File: src/rtl/cmp_pkg.sv
package cmp_pkg;

    localparam int PIN_N  = 16;
    localparam int SEL_W  = $clog2(PIN_N);
    localparam int CODE_W = 5;
    localparam int DATA_W = 16;
    localparam int ADDR_W = 2;

    typedef enum logic [ADDR_W-1:0] {
        REG_CTRL = 2'd0,
        REG_REFS = 2'd1,
        REG_MASK = 2'd2,
        REG_FLAG = 2'd3
    } reg_addr_e;

    typedef struct packed {
        logic [SEL_W-1:0] neg_sel;
        logic [SEL_W-1:0] pos_sel;
        logic             ref_src;
        logic             ref_on_neg;
        logic             irq_en;
        logic             edge_fall;
        logic             cmp_on;
    } ctrl_t;

    typedef struct packed {
        logic [CODE_W-1:0] hi;
        logic [CODE_W-1:0] lo;
    } refs_t;

    function automatic ctrl_t unpack_ctrl(input logic [DATA_W-1:0] d);
        ctrl_t c;
        c.cmp_on     = d[0];
        c.edge_fall  = d[1];
        c.irq_en     = d[2];
        c.ref_on_neg = d[3];
        c.ref_src    = d[4];
        c.pos_sel    = d[8 +: SEL_W];
        c.neg_sel    = d[12 +: SEL_W];
        return c;
    endfunction

    function automatic refs_t unpack_refs(input logic [DATA_W-1:0] d);
        refs_t r;
        r.lo = d[0 +: CODE_W];
        r.hi = d[8 +: CODE_W];
        return r;
    endfunction

endpackage

File: src/rtl/cmp_regs.sv
module cmp_regs
    import cmp_pkg::*;
#(
    parameter int N_PINS = PIN_N
) (
    input  logic              clk,
    input  logic              rst,
    input  logic              we,
    input  logic [ADDR_W-1:0] addr,
    input  logic [DATA_W-1:0] wdata,
    output ctrl_t             ctrl,
    output refs_t             refs,
    output logic [N_PINS-1:0] mask,
    output logic              clr_pulse
);

    logic unused_wbits;
    assign unused_wbits = ^{wdata[7:5], wdata[15:13]};

    always_ff @(posedge clk) begin
        if (rst) begin
            ctrl <= '0;
            refs <= '0;
            mask <= '0;
        end else if (we) begin
            case (reg_addr_e'(addr))
                REG_CTRL: ctrl <= unpack_ctrl(wdata);
                REG_REFS: refs <= unpack_refs(wdata);
                REG_MASK: mask <= wdata[N_PINS-1:0];
                default:  ;
            endcase
        end
    end

    assign clr_pulse = we && (reg_addr_e'(addr) == REG_FLAG) && wdata[0];

endmodule

File: src/rtl/cmp_sync.sv
module cmp_sync #(
    parameter int STAGES = 2
) (
    input  logic clk,
    input  logic rst,
    input  logic d_async,
    output logic q_sync
);

    logic [STAGES-1:0] chain;

    always_ff @(posedge clk) begin
        if (rst) chain <= '0;
        else     chain <= {chain[STAGES-2:0], d_async};
    end

    assign q_sync = chain[STAGES-1];

endmodule

File: src/rtl/cmp_edge_flag.sv
module cmp_edge_flag (
    input  logic clk,
    input  logic rst,
    input  logic level,
    input  logic edge_fall,
    input  logic clr,
    output logic flag
);

    logic watch, watch_q, set_evt;

    assign watch   = level ^ edge_fall;
    assign set_evt = watch & ~watch_q;

    always_ff @(posedge clk) begin
        if (rst) begin
            watch_q <= 1'b0;
            flag    <= 1'b0;
        end else begin
            watch_q <= watch;
            if (set_evt)  flag <= 1'b1;
            else if (clr) flag <= 1'b0;
        end
    end


    flag_set_chk: assert property (@(posedge clk) disable iff (rst)
        set_evt |=> flag);


    flag_clr_chk: assert property (@(posedge clk) disable iff (rst)
        (clr && !set_evt) |=> !flag);

endmodule

File: src/rtl/cmp_ref_sel.sv
module cmp_ref_sel
    import cmp_pkg::*;
#(
    parameter int CW = CODE_W
) (
    input  logic          clk,
    input  logic          rst,
    input  logic          level,
    input  logic [CW-1:0] code_lo,
    input  logic [CW-1:0] code_hi,
    output logic [CW-1:0] code
);

    assign code = level ? code_hi : code_lo;


    hyst_up_chk: assert property (@(posedge clk) disable iff (rst)
        $rose(level) |-> (code == code_hi));


    hyst_dn_chk: assert property (@(posedge clk) disable iff (rst)
        $fell(level) |-> (code == code_lo));

endmodule

File: src/rtl/cmp_pin_dis.sv
module cmp_pin_dis #(
    parameter int N_PINS = 16,
    parameter int SW     = $clog2(N_PINS)
) (
    input  logic              clk,
    input  logic              rst,
    input  logic              enable,
    input  logic [SW-1:0]     pos_sel,
    input  logic [SW-1:0]     neg_sel,
    input  logic [N_PINS-1:0] mask,
    output logic [N_PINS-1:0] dis
);

    for (genvar i = 0; i < N_PINS; i++) begin : g_pin
        logic picked;
        assign picked = (pos_sel == SW'(i)) || (neg_sel == SW'(i));
        assign dis[i] = mask[i] | (enable & picked);
    end


    mask_cover_chk: assert property (@(posedge clk) disable iff (rst)
        (dis & mask) == mask);


    sel_force_chk: assert property (@(posedge clk) disable iff (rst)
        enable |-> (dis[pos_sel] && dis[neg_sel]));


    sel_off_chk: assert property (@(posedge clk) disable iff (rst)
        !enable |-> (dis == mask));

endmodule

File: src/rtl/cmp_ctrl_top.sv
module cmp_ctrl_top
    import cmp_pkg::*;
(
    input  logic              clk,
    input  logic              rst,
    input  logic              reg_we,
    input  logic [ADDR_W-1:0] reg_addr,
    input  logic [DATA_W-1:0] reg_wdata,
    input  logic              cmp_raw_i,
    output logic              cmp_en_o,
    output logic              ref_src_o,
    output logic              ref_on_neg_o,
    output logic [CODE_W-1:0] ref_code_o,
    output logic [SEL_W-1:0]  pos_sel_o,
    output logic [SEL_W-1:0]  neg_sel_o,
    output logic              flag_o,
    output logic              irq_o,
    output logic [PIN_N-1:0]  buf_dis_o
);

    ctrl_t            ctrl;
    refs_t            refs;
    logic [PIN_N-1:0] mask;
    logic             clr_pulse;
    logic             level;

    cmp_regs #(.N_PINS(PIN_N)) u_regs (
        .clk(clk), .rst(rst), .we(reg_we), .addr(reg_addr), .wdata(reg_wdata),
        .ctrl(ctrl), .refs(refs), .mask(mask), .clr_pulse(clr_pulse)
    );

    cmp_sync #(.STAGES(2)) u_sync (
        .clk(clk), .rst(rst), .d_async(cmp_raw_i), .q_sync(level)
    );

    cmp_edge_flag u_flag (
        .clk(clk), .rst(rst), .level(level), .edge_fall(ctrl.edge_fall),
        .clr(clr_pulse), .flag(flag_o)
    );

    cmp_ref_sel #(.CW(CODE_W)) u_ref (
        .clk(clk), .rst(rst), .level(level), .code_lo(refs.lo),
        .code_hi(refs.hi), .code(ref_code_o)
    );

    cmp_pin_dis #(.N_PINS(PIN_N), .SW(SEL_W)) u_pins (
        .clk(clk), .rst(rst), .enable(ctrl.cmp_on), .pos_sel(ctrl.pos_sel),
        .neg_sel(ctrl.neg_sel), .mask(mask), .dis(buf_dis_o)
    );

    assign cmp_en_o     = ctrl.cmp_on;
    assign ref_src_o    = ctrl.ref_src;
    assign ref_on_neg_o = ctrl.ref_on_neg;
    assign pos_sel_o    = ctrl.pos_sel;
    assign neg_sel_o    = ctrl.neg_sel;
    assign irq_o        = flag_o & ctrl.irq_en;


    irq_needs_flag_chk: assert property (@(posedge clk) disable iff (rst)
        irq_o |-> flag_o);


    reset_clear_chk: assert property (@(posedge clk)
        $past(rst) |-> (!flag_o && !irq_o && buf_dis_o == '0 && ref_code_o == '0));

endmodule

File: config.mk
export PLATFORM = sky130hd
export DESIGN_NAME = cmp_ctrl_top
export DESIGN_NICKNAME = d
export VERILOG_FILES = /design/src/rtl/cmp_pkg.sv /design/src/rtl/cmp_regs.sv /design/src/rtl/cmp_sync.sv /design/src/rtl/cmp_edge_flag.sv /design/src/rtl/cmp_ref_sel.sv /design/src/rtl/cmp_pin_dis.sv /design/src/rtl/cmp_ctrl_top.sv
export SDC_FILE = /design/constraint.sdc
export NUM_CORES = 1
export LEC_CHECK = 0
export BUFFER_PORTS_ARGS = -buffer_cell sky130_fd_sc_hd__buf_2
export CORE_MARGIN = 1.5
export CORE_UTILIZATION = 50
export CTS_CLUSTER_SIZE = 16
export DETAILED_ROUTE_END_ITERATION = 8
export PLACE_DENSITY_LB_ADDON = 0.08
export SYNTH_ARGS = -nofsm -noshare
export SYNTH_HDL_FRONTEND = slang
export SYNTH_HIERARCHICAL = 1
export SYNTH_SLANG_ARGS = --single-unit
export TNS_END_PERCENT = 10
File: constraint.sdc
create_clock -name clk -period 1.55 [get_ports clk]
set_input_delay 0.2325 -clock clk [delete_from_list [all_inputs] [get_ports clk]]
set_output_delay 0.2325 -clock clk [all_outputs]
set_load 0.02 [all_outputs]
-- Yosys cells after proc, flatten, opt, wreduce, memory -nomap -nowiden
Cells that the tools add are included.
- bitwise logic cells: 36
- reductions and logical operators: 25
- divide/modulo/power cells: 0
- order comparisons: 0
- $mul: 0
- add/subtract/negate cells: 0
- eq/ne operators: 33
- multiplexer cells: 3
- shift operators: 0
- operator list (operator ; count):
    equality test 4 bit (second input constant) ; 16
    equality test 4 x 3 -> 1 bit (second input constant) ; 8
    bitwise AND 1 bit ; 18
    equality test 4 x 2 -> 1 bit (second input constant) ; 4
    logical OR 1 bit ; 16
    bitwise OR 1 bit ; 16
    equality test 4 x 1 -> 1 bit (second input constant) ; 2
    zero test 4 bit ; 2
    AND reduction 2 bit ; 3
    2-to-1 mux 5 bit ; 1
    equality test 2 bit (second input constant) ; 2
    equality test 2 x 1 -> 1 bit (second input constant) ; 1
    logical AND 1 bit ; 2
    zero test 2 bit ; 1
    2-to-1 mux 1 bit ; 2
    nonzero test 2 bit ; 1
    inverter 1 bit ; 1
    bitwise XOR 1 bit ; 1
- RAM bits: 0
- memories: 0
- logic and storage cells: 110
- bits of input ports: 22
- latch bits: 0
- output and inout port bits: 34
- register bits: 43
- bits in read-only memories: 0

-- Depth between registers and ports, before layout
- depth in word-level cells: 5
- mapped depth: 4
- mapped depth without buffers: 3

-- By module
Netlist, hierarchy kept.
- modules (own cells, without submodules) (module ; cells each ; seq. area each (um2) ; area an instance (um2) ; instances):
    cmp_regs ; 149 ; 780.7 ; 1612.8 ; 1
    cmp_pin_dis ; 49 ; 0.0 ; 326.6 ; 1
    cmp_edge_flag ; 6 ; 40.0 ; 68.8 ; 1
    cmp_ref_sel ; 5 ; 0.0 ; 56.3 ; 1
    cmp_sync ; 4 ; 40.0 ; 52.6 ; 1
    cmp_ctrl_top ; 1 ; 0.0 ; 6.3 ; 1

-- Worst setup path after synthesis
Ideal clock, no wire load.
- path type: reg-to-output
- from: register u_regs/ctrl[6] (netlist name)
- to: output port buf_dis_o[3]
- required time: 1.317 ns
- setup slack: 0.167 ns
- buffers on the path: 0
- cell stages (with the launch flop): 4
- arrival: 1.150 ns
- cell sequence: dfxtp_1 nand2_1 o32ai_1 a21o_1
- cells in the longest elaborated chain, start to end: 4
- ends and longest elaborated chain (item ; line ; text):
    equality test 4 x 2 -> 1 bit ; cmp_pin_dis.sv:16 ; assign picked = (pos_sel == SW'(i)) || (neg_sel == SW'(i));
    logical OR 1 bit ; cmp_pin_dis.sv:16 ;
    bitwise AND 1 bit ; cmp_pin_dis.sv:17 ; assign dis[i] = mask[i] | (enable & picked);
    bitwise OR 1 bit ; cmp_pin_dis.sv:17 ;
    end: declaration ; cmp_ctrl_top.sv:18 ; output logic [PIN_N-1:0] buf_dis_o
No other way between the ends.

-- Worst setup path in the final report
- from: register u_regs/ctrl[5] (netlist name)
- to: output port buf_dis_o[0]
- cells in the longest elaborated chain, start to end: 4
- ends and longest elaborated chain (item ; line):
    zero test 4 bit ; cmp_pin_dis.sv:16
    logical OR 1 bit ; cmp_pin_dis.sv:16
    bitwise AND 1 bit ; cmp_pin_dis.sv:17
    bitwise OR 1 bit ; cmp_pin_dis.sv:17
No other way between the ends.

==> results.yml <==
run_status:
  status: "finished, violations left"
  violations: "negative setup slack"
timing:
  report.final.hold_viol_count: 0
  maxSlewViolCount: 0
  fmax_ghz: 0.617
  rsz0062_at_grt: "true"
  fin_crit_sh_pct: 105
  period_minus_slack_ps: 1620
  worst_slew_pin_slew_ps: 529
  slew_headroom_pct: 64.8
  hold_slack_ps: 149
  fin_skew_ps: 1.26
  setup_viol: 16
  setup_slack_ps: -70.8
setup_path:
  path_buf_inv: 1
  slowest_stage: "dfxtp_4"
  max_stage_delay_ps: 400
  cp-end-kind: "output port"
  worstPathCellList: "nor4_4 > o21ai_1 > nand2b_1 > buf_4"
  timing.rr.start: "u_flag/flag$_SDFFE_PP0P_"
  crit_type: "flip-flop to output port"
  startpoint_type: "flip-flop"
  required_ps: 1320
  rrSetupSlack_ps: 710
  cp-startpoint: "u_regs/ctrl[5]$_SDFFE_PP0P_"
  cp_num_cells: 4
  critical-path-top-delay-family: "simple AND/OR/NAND/NOR gates"
  crit_fanout: 9
  worst-r2r-cell-count: 2
  cp_data_arrival_time_ps: 1390
  r2r_end: "u_flag/flag$_SDFFE_PP0P_"
floorplan:
  initial_utilization_pct: 52.7
  die_w_um: 68.2
  fp.dieH_um: 68.2
  io_pins: 56
  dieArea_um2: 4650
  row_count: 23
  core-area_um2: 4030
yosys:
  ys_seq_elements: 43
  synth_xor_area_share_pct: 0.412
  synth_mux_area_share_pct: 21.0
  yosys-top-cells-area: "dfxtp_1 41%, nand2b_1 19%, mux2i_1 18%"
  synthesis.instances: 214
  netlist_area_um2: 2120
  synthAdderAreaFrac_pct: 0
  synth_compound_area_share_pct: 11.0
  ys_types: 23
  syn-num-nets: 236
  synth_top_family_by_area: "simple AND/OR/NAND/NOR gates"
  yosys_warnings: 6
  yosys.area.top_type: "dfxtp_1"
  yosysTopAreaCellShare_pct: 40.5
  yosys.area_share.simple_pct: 24.6
  syn_area_per_cell_um2: 9.92
  synth_seq_area_share_pct: 40.5
placed_design:
  place.gp.congestion: 0.972
  io_buffers: 55
  post-dp-hpwl_um: 3240
  dpl-instance-area_um2: 2460
  dp.cells: 313
clock_network:
  clock-sinks: 43
  h-tree-depth: 2
  cts_buffers: 5
  cts-root-buf: "clkbuf_8"
  clkTransAtPathRegs_ps: 80
  cts_tree: "built"
  clockBufferDepth: 2
  clk_latency_ps: 290
  postCtsHoldBufs: 0
detailed_routing:
  antenna_left: 0
  drt_first_pass_iters: 8
  first_iter_violations: 93
  drc: 0
  via_per_inst: 5.35
  vias: 1738
  drt-total-wl_um: 4990
  wl_per_cell_um: 15.4
final_layout:
  fillCellCount: 328
  final_area_um2: 2790
  fin_cells: 325
  areaGrowthSynthToFinish_pct: 31.5
  mostFrequentLayoutCells: "56 x nand2b_1, 46 x buf_2, 39 x mux2i_1"
  drive_gt1_share_pct: 39.3
  layout_commonest_cell: "nand2b_1"
  antenna_cells: 0
  nets: 296
  final_util_pct: 69.3
global_route:
  grt_max_degree: 42
  grt.total_usage_pct: 22.0
  antenna_found_initial: 0
  grt_pass1_wl_um: 7440
  grt-ovfl-total: 0
  grt_pass1_vias: 1535
min_path:
  holdPathStages: 2
  hp-start: "cmp_raw_i"
  hold_path.class: "input pin to flip-flop"
  min_to: "u_sync/chain[0]$_SDFF_PP0_"
flow_run:
  drv_cap: 0
power_and_ir_drop:
  power_density_nw_per_um2: 790
  power.total_mw: 2.21
  p_leak_nw: 1.37
  vdd_drop_max_mv: 0.595
==> registers in the layout, indices dropped and copies added, names as in the netlist <==
name,flops
u_flag/flag,1
u_sync/chain,2
u_regs/mask,16
u_regs/refs,10
u_regs/ctrl,13
u_flag/watch_q,1
==> cell usage after synthesis, drive strengths merged <==
| master | n |
|---|---|
| and4 | 1 |
| nand2b | 64 |
| or3b | 2 |
| o31ai | 1 |
| nor2b | 2 |
| mux2i | 39 |
| o32ai | 6 |
| a21o | 15 |
| o22ai | 9 |
| clkbuf | 8 |
| o21ai | 1 |
| and2 | 1 |
| and3b | 2 |
| or2 | 2 |
| xnor2 | 1 |
| buf | 3 |
| dfxtp | 43 |
| mux2 | 5 |
| nand3b | 2 |
| nand2 | 4 |
| nor4 | 2 |
| nor2 | 1 |
==> through the flow <==
stage	TNS, ps	setup slack (ps)
floorplan	0	167
global placement	0	67.2
detailed placement	0	93.5
CTS	-608	-61.7
global route	-1660	-141
finish	-654	-70.8
==> worst register-to-register path: stages (launching register included) <==
cell and delay [ps]:
dfxtp_1 330, or3b_1 340, o31ai_1 70
==> worst max path at each step <==
| stage | end | slack (ps) |
|---|---|---|
| after floorplan | buf_dis_o[3] | 170 |
| after global placement | buf_dis_o[8] | 70 |
| after detailed placement | buf_dis_o[8] | 90 |
| after CTS | buf_dis_o[4] | -60 |
| after global routing | buf_dis_o[0] | -140 |
| final | buf_dis_o[0] | -70 |
==> layer usage <==
metal / vias up / wire length [µm] / track usage, %
li1: 878 / - / -
met1: 795 / 2220 / 27.7
met2: 56 / 2400 / 34.8
met3: 9 / 280 / 6.58
met4: 0 / 88 / 9.75
met5: - / 0 / 0
==> power breakdown <==
part,internal (mW),total (mW),switching (mW),leakage [nW]
registers,1.14,1.18,0.0406,0.356
logic,0.170,0.342,0.171,0.976
clock network,0.316,0.684,0.367,0.0422
total,1.63,2.21,0.579,1.37
==> kinds of logic after synthesis <==
| logic type | count (synthesis) |
|---|---|
| multiplexers | 44 |
| AO/OA/AOI/OAI | 32 |
| flip-flops | 43 |
| XOR/XNOR | 1 |
| buffers and inverters | 11 |
| AND/OR/NAND/NOR | 83 |
==> area by class of cell <==
class | count | area (µm²) | area share [%]
multi-input combinational | 160 | 1370 | 49.0
tap | 50 | 62.6 | 2.24
clock buffer | 7 | 76.3 | 2.73
clock inverter | 1 | 5.00 | 0.179
sequential | 43 | 887 | 31.8
timing repair buffer | 64 | 393 | 14.1
==> timing repair <==
item                                    4_1_cts  5_1_grt
resized for setup                            43       18
setup buffers                                 2        2
pin swaps                                     2        2
endpoints found under the setup margin       21       16
cloned                                        0        0
No activity file was read; power rests on OpenSTA's default activity.
